`src/rtl/dbuf_pkg.sv`:
```
package dbuf_pkg;
  typedef enum logic [1:0] {
    DIR_P2M  = 2'b00,
    DIR_M2P  = 2'b01,
    DIR_M2M  = 2'b10,
    DIR_RSVD = 2'b11
  } dir_e;

  localparam int NBUF   = 2;
  localparam int SEL_W  = 2;
  localparam int CTRL_W = 6;

  localparam logic [SEL_W-1:0] SEL_CTRL  = 2'd0;
  localparam logic [SEL_W-1:0] SEL_PADDR = 2'd1;
  localparam logic [SEL_W-1:0] SEL_MEM0  = 2'd2;

  localparam int CB_EN   = 0;
  localparam int CB_DBUF = 1;
  localparam int CB_CIRC = 2;
  localparam int CB_DIR  = 3;
  localparam int CB_CT   = 5;

  function automatic logic cfg_legal(dir_e d, logic dbuf);
    return (d != DIR_RSVD) && !(dbuf && d == DIR_M2M);
  endfunction
endpackage

```
`src/rtl/dbuf_ctrl.sv`:
```
module dbuf_ctrl
  import dbuf_pkg::*;
(
  input  logic              clk_i,
  input  logic              rst_ni,
  input  logic              ctrl_wr_i,
  input  logic [CTRL_W-1:0] ctrl_data_i,
  input  logic              tc_i,
  output logic              en_o,
  output logic              dbuf_o,
  output logic              circ_o,
  output dir_e              dir_o,
  output logic              ct_o,
  output logic              cfg_err_o,
  output logic              reload_o
);
  logic en_q, dbuf_q, circ_q, ct_q, err_q;
  dir_e dir_q;
  dir_e wr_dir;
  logic wr_legal, circ_eff;

  assign wr_dir   = dir_e'(ctrl_data_i[CB_DIR+1:CB_DIR]);
  assign wr_legal = cfg_legal(wr_dir, ctrl_data_i[CB_DBUF]);
  assign circ_eff = circ_q | dbuf_q;

  always_ff @(posedge clk_i or negedge rst_ni) begin
    if (!rst_ni) begin
      en_q   <= 1'b0;
      dbuf_q <= 1'b0;
      circ_q <= 1'b0;
      dir_q  <= DIR_P2M;
      ct_q   <= 1'b0;
      err_q  <= 1'b0;
    end else if (en_q) begin
      if (tc_i) begin
        if (dbuf_q)    ct_q <= ~ct_q;
        if (!circ_eff) en_q <= 1'b0;
      end
      // fields frozen while running; only a disable is honoured
      if (ctrl_wr_i && !ctrl_data_i[CB_EN]) en_q <= 1'b0;
    end else if (ctrl_wr_i) begin
      dbuf_q <= ctrl_data_i[CB_DBUF];
      circ_q <= ctrl_data_i[CB_CIRC];
      dir_q  <= wr_dir;
      ct_q   <= ctrl_data_i[CB_CT];
      if (ctrl_data_i[CB_EN] && !wr_legal) begin
        en_q  <= 1'b0;
        err_q <= 1'b1;
      end else begin
        en_q  <= ctrl_data_i[CB_EN];
        err_q <= 1'b0;
      end
    end
  end

  assign en_o      = en_q;
  assign dbuf_o    = dbuf_q;
  assign circ_o    = circ_eff;
  assign dir_o     = dir_q;
  assign ct_o      = ct_q;
  assign cfg_err_o = err_q;
  assign reload_o  = en_q & tc_i & circ_eff;
endmodule

```
`src/rtl/dbuf_addr_regs.sv`:
```
module dbuf_addr_regs
  import dbuf_pkg::*;
#(
  parameter int AW = 32
) (
  input  logic                     clk_i,
  input  logic                     rst_ni,
  input  logic                     wr_en_i,
  input  logic [SEL_W-1:0]         wr_sel_i,
  input  logic [AW-1:0]            wr_data_i,
  input  logic                     en_i,
  input  logic                     dbuf_i,
  input  logic                     ct_i,
  output logic [AW-1:0]            paddr_o,
  output logic [NBUF-1:0][AW-1:0]  mem_o
);
  always_ff @(posedge clk_i or negedge rst_ni) begin
    if (!rst_ni)                                       paddr_o <= '0;
    else if (wr_en_i && wr_sel_i == SEL_PADDR && !en_i) paddr_o <= wr_data_i;
  end

  for (genvar g = 0; g < NBUF; g++) begin : g_mem
    localparam logic [SEL_W-1:0] MY_SEL = SEL_MEM0 + SEL_W'(g);
    logic open_w;
    // idle stream, or the buffer the engine is not using
    assign open_w = !en_i || (dbuf_i && (ct_i != g[0]));
    always_ff @(posedge clk_i or negedge rst_ni) begin
      if (!rst_ni)                                  mem_o[g] <= '0;
      else if (wr_en_i && wr_sel_i == MY_SEL && open_w) mem_o[g] <= wr_data_i;
    end
  end
endmodule

```
`src/rtl/dbuf_addr_mux.sv`:
```
module dbuf_addr_mux
  import dbuf_pkg::*;
#(
  parameter int AW = 32
) (
  input  dir_e                     dir_i,
  input  logic                     dbuf_i,
  input  logic                     ct_i,
  input  logic [AW-1:0]            paddr_i,
  input  logic [NBUF-1:0][AW-1:0]  mem_i,
  output logic [AW-1:0]            src_o,
  output logic [AW-1:0]            dst_o
);
  logic [AW-1:0] mem_act;
  assign mem_act = mem_i[dbuf_i & ct_i];

  always_comb begin
    unique case (dir_i)
      DIR_P2M: begin src_o = paddr_i; dst_o = mem_act;  end
      DIR_M2P: begin src_o = mem_act; dst_o = paddr_i;  end
      DIR_M2M: begin src_o = paddr_i; dst_o = mem_i[0]; end
      default: begin src_o = '0;      dst_o = '0;       end
    endcase
  end
endmodule

```
`src/rtl/dbuf_addr_sel.sv`:
```
module dbuf_addr_sel
  import dbuf_pkg::*;
#(
  parameter int AW = 32
) (
  input  logic             clk_i,
  input  logic             rst_ni,
  input  logic             wr_en_i,
  input  logic [SEL_W-1:0] wr_sel_i,
  input  logic [AW-1:0]    wr_data_i,
  input  logic             tc_i,
  output logic             en_o,
  output logic             dbuf_o,
  output logic             circ_o,
  output logic [1:0]       dir_o,
  output logic             ct_o,
  output logic             cfg_err_o,
  output logic             reload_o,
  output logic [AW-1:0]    src_addr_o,
  output logic [AW-1:0]    dst_addr_o
);
  dir_e                    dir_w;
  logic [AW-1:0]           paddr_w;
  logic [NBUF-1:0][AW-1:0] mem_w;

  dbuf_ctrl u_ctrl (
    .clk_i       (clk_i),
    .rst_ni      (rst_ni),
    .ctrl_wr_i   (wr_en_i && wr_sel_i == SEL_CTRL),
    .ctrl_data_i (wr_data_i[CTRL_W-1:0]),
    .tc_i        (tc_i),
    .en_o        (en_o),
    .dbuf_o      (dbuf_o),
    .circ_o      (circ_o),
    .dir_o       (dir_w),
    .ct_o        (ct_o),
    .cfg_err_o   (cfg_err_o),
    .reload_o    (reload_o)
  );

  dbuf_addr_regs #(.AW(AW)) u_regs (
    .clk_i     (clk_i),
    .rst_ni    (rst_ni),
    .wr_en_i   (wr_en_i),
    .wr_sel_i  (wr_sel_i),
    .wr_data_i (wr_data_i),
    .en_i      (en_o),
    .dbuf_i    (dbuf_o),
    .ct_i      (ct_o),
    .paddr_o   (paddr_w),
    .mem_o     (mem_w)
  );

  dbuf_addr_mux #(.AW(AW)) u_mux (
    .dir_i   (dir_w),
    .dbuf_i  (dbuf_o),
    .ct_i    (ct_o),
    .paddr_i (paddr_w),
    .mem_i   (mem_w),
    .src_o   (src_addr_o),
    .dst_o   (dst_addr_o)
  );

  assign dir_o = dir_w;
endmodule

```
`config.mk`:
```
export PLATFORM = sky130hd
export DESIGN_NAME = dbuf_addr_sel
export DESIGN_NICKNAME = d
export VERILOG_FILES = /design/src/rtl/dbuf_pkg.sv /design/src/rtl/dbuf_ctrl.sv /design/src/rtl/dbuf_addr_regs.sv /design/src/rtl/dbuf_addr_mux.sv /design/src/rtl/dbuf_addr_sel.sv
export SDC_FILE = /design/constraint.sdc
export NUM_CORES = 1
export LEC_CHECK = 0
export ABC_AREA = 1
export ABC_CLOCK_PERIOD_IN_PS = 3000
export BUFFER_PORTS_ARGS = -buffer_cell sky130_fd_sc_hd__clkbuf_2
export CAP_MARGIN = 20
export CORE_MARGIN = 5
export CORE_UTILIZATION = 60
export CTS_CLUSTER_DIAMETER = 60
export DETAILED_ROUTE_END_ITERATION = 12
export PLACE_DENSITY = 0.85
export SLEW_MARGIN = 10
export SYNTH_ARGS = -nofsm -noshare
export SYNTH_HDL_FRONTEND = slang
export SYNTH_SLANG_ARGS = --single-unit
```
`constraint.sdc`:
```
create_clock -name clk_i -period 3 [get_ports clk_i]
set_input_delay 0.15 -clock clk_i [delete_from_list [all_inputs] [get_ports clk_i]]
set_output_delay 0.15 -clock clk_i [all_outputs]
set_load 0.02 [all_outputs]
```
==> impl_metrics.env <==
export IMPL_grt_total_usage=0.272
export IMPL_final_hold_viol_count=0
export IMPL_syn_nets=949
export IMPL_final_setup_worst_slack_ps=328
export IMPL_ant_nets=0
export IMPL_routed_via_count=5817
export IMPL_cts_root_buf="clkbuf_8"
export IMPL_worstPathRequired_ps=2850
export IMPL_synth_area_leader_cell="dfrtp_1"
export IMPL_post_route_drc_count=0
export IMPL_maxCapViolCount=0
export IMPL_fmax_mhz=374
export IMPL_synth_ff_type="dfrtp_1"
export IMPL_critPathArrivalTime_ps=2520
export IMPL_grt_pass1_vias=5480
export IMPL_async_flop_share=1.00
export IMPL_core_area_sq_um=9680
export IMPL_hp_start="wr_data_i[28]"
export IMPL_avgSynthCellArea_sq_um=6.49
export IMPL_rows=36
export IMPL_worstSetupPathType="reg -> out"
export IMPL_synthTopCellsByCount="nand2_1, inv_1, nand3_1"
export IMPL_h_tree_depth=3
export IMPL_final_cell_area_sq_um=6750
export IMPL_period_minus_slack_ps=2670
export IMPL_crit_path_end_kind="output pin"
export IMPL_maxSlewHeadroom=0.428
export IMPL_clock_sinks=103
export IMPL_r2r_start="u_ctrl.en_o"
export IMPL_dpl_cell_area_sq_um=6540
export IMPL_syn_to_final_growth_pct=14.1
export IMPL_ir_drop_mv=0.316
export IMPL_routedWlPerCell_microns=13.7
export IMPL_cts_buffer_depth=2
export IMPL_cts_buffers=9
export IMPL_io_buffer_count=109
export IMPL_fp_dieH_microns=109
export IMPL_gr_total_overflow=0
export IMPL_clock_latency_ps=370
export IMPL_drtPass1Iterations=5
export IMPL_synth_edf_count=0
export IMPL_finClkSkew_ps=9.54
export IMPL_antenna_cells=0
export IMPL_nets=1040
export IMPL_worstRegToRegCells=5
export IMPL_finalNonFillerCells=1138
export IMPL_min_delay_path_class="in -> reg"
export IMPL_ys_seq_area_frac=0.436
export IMPL_routed_wl_microns=15600
export IMPL_finalMaxSlewViolations=0
export IMPL_finalCritPeriodShare=0.891
export IMPL_multi_input_area_sq_um=2600
export IMPL_grt_pass1_wl_microns=25600
export IMPL_whs_path_depth=3
export IMPL_r2r_end="u_regs.paddr_o[0]"
export IMPL_synth_area_sq_um=5910
export IMPL_power_w=0.00493
export IMPL_worstMarginPinSlew_ps=856
export IMPL_synth_distinct_cells=15
export IMPL_p_leak_nw=4.14
export IMPL_dpl_worst_slack_ps=720
export IMPL_grt_max_degree=57
export IMPL_design_portCount=110
export IMPL_synth_seq_cells=103
export IMPL_setup_viol=0
export IMPL_fillerInstances=846
export IMPL_powerDensity_nw_per_um2=731
export IMPL_synth_top_cells_by_area="dfrtp_1, nand2_1, nand3_1, inv_1, buf_2"
export IMPL_synth_yosys_warnings=0
export IMPL_gp_congestion=0.829
export IMPL_place_hpwl_microns=10100
export IMPL_drive_gt1_frac=0.146
export IMPL_cp_max_fo=33
export IMPL_synth_most_common_cell="nand2_1"
export IMPL_tritoncts="built"
export IMPL_cts_reportedPaths_clkPinSlew_ps=90
export IMPL_antenna_found_initial=0
export IMPL_critPathLaunchType="flop"
export IMPL_drtIter0Drc=464
export IMPL_rsz0062_at_grt="false"
export IMPL_regArea_sq_um=2580
export IMPL_post_place_cells=1123
export IMPL_r2r_slack_ps=970
export IMPL_postSynthCellCount=911
export IMPL_whs_endpoint="u_regs.paddr_o[28]"
export IMPL_yosysTopAreaCellShare=0.436
export IMPL_drt_vias_per_instance=5.11
export IMPL_fp_dieW_microns=109
export IMPL_status="finished clean"
export IMPL_dieArea_sq_um=11900
export IMPL_initial_utilization=0.610
export IMPL_tns_ps=0
## power by group
| part | internal [W] | switching, W | leakage (nW) | total (W) |
|---|---|---|---|---|
| clock | 0.000461 | 0.000469 | 0.0982 | 0.000930 |
| sequential | 0.00168 | 0.000224 | 1.29 | 0.00190 |
| combinational | 0.000660 | 0.00144 | 2.76 | 0.00210 |
## timing repair
action                                 CTS  global route
endpoints found under the hold margin   55             0
buffers inserted                         0             0
resized for setup                        0             0
hold buffers                             1             0
## logic make-up (layout without fill, tap and decap cells)
kind of cell | Yosys count | after routing | synth area share
compound gates | 38 | 38 | 0.0322
buf+inv | 183 | 277 | 0.127
flops | 103 | 103 | 0.436
simple gates | 587 | 587 | 0.405
## registers in the layout, summed over array words and instances (netlist names)
name	flops
u_regs.paddr_o	32
u_ctrl.circ_q	1
u_ctrl.dir_o	2
u_ctrl.ct_o	1
u_regs.mem_o	64
u_ctrl.cfg_err_o	1
u_ctrl.dbuf_o	1
u_ctrl.en_o	1
## worst max-delay path: stages (launching register included)
cell and delay [ps]:
dfrtp_1 500, inv_2 350, nor2_4 500, buf_4 360, nand2_1 80, nand2_1 70, inv_1 40, nand2_1 80
clkbuf_2 180
## area by class of cell
class	count	share of cell area
sequential	103	0.382
timing repair buffer	126	0.102
clock inverter	4	0.0108
clock buffer	10	0.0189
multi-input combinational	625	0.385
tap	133	0.0247
inverter	137	0.0762
## routing by layer
layer  share of wire  global-route usage  vias to the layer above
met5               0                   0                        -
met1            0.44               0.374                     2658
met3           0.069              0.0332                       24
met2            0.47               0.449                      201
li1                -                   -                     2934
met4           0.015              0.0926                        0
## layout by cell type (no fill, tap or decap), types with 2 or more instances in the layout
| master | n |
|---|---|
| nor2_1 | 8 |
| clkbuf_2 | 108 |
| bufinv_16 | 2 |
| inv_2 | 2 |
| clkbuf_8 | 9 |
| nand3_1 | 133 |
| o21ai_0 | 6 |
| nor2_2 | 2 |
| dfrtp_1 | 103 |
| inv_1 | 135 |
| nand2_1 | 439 |
| o21ai_1 | 32 |
| buf_4 | 16 |
| nor2_4 | 3 |
## per-stage QoR
step,hold slack [ps],utilization
4_1_cts,14.6,0.697
3_3_place_gp,254,0.675
3_5_place_dp,255,0.675
6_report,15.9,0.697
5_1_grt,32.3,0.697
2_1_floorplan,-146,-
## worst max-delay path by stage
stage,startpoint,to
finish,u_ctrl.dir_o[0],dst_addr_o[0]
global route,u_ctrl.dir_o[0],dst_addr_o[0]
CTS,u_ctrl.dir_o[0],dst_addr_o[0]
detailed placement,u_ctrl.dir_o[0],dst_addr_o[0]
global placement,u_ctrl.dir_o[0],dst_addr_o[0]
floorplan,u_ctrl.dbuf_o,dst_addr_o[0]
Note: power is estimated with default switching activity, not from simulation.
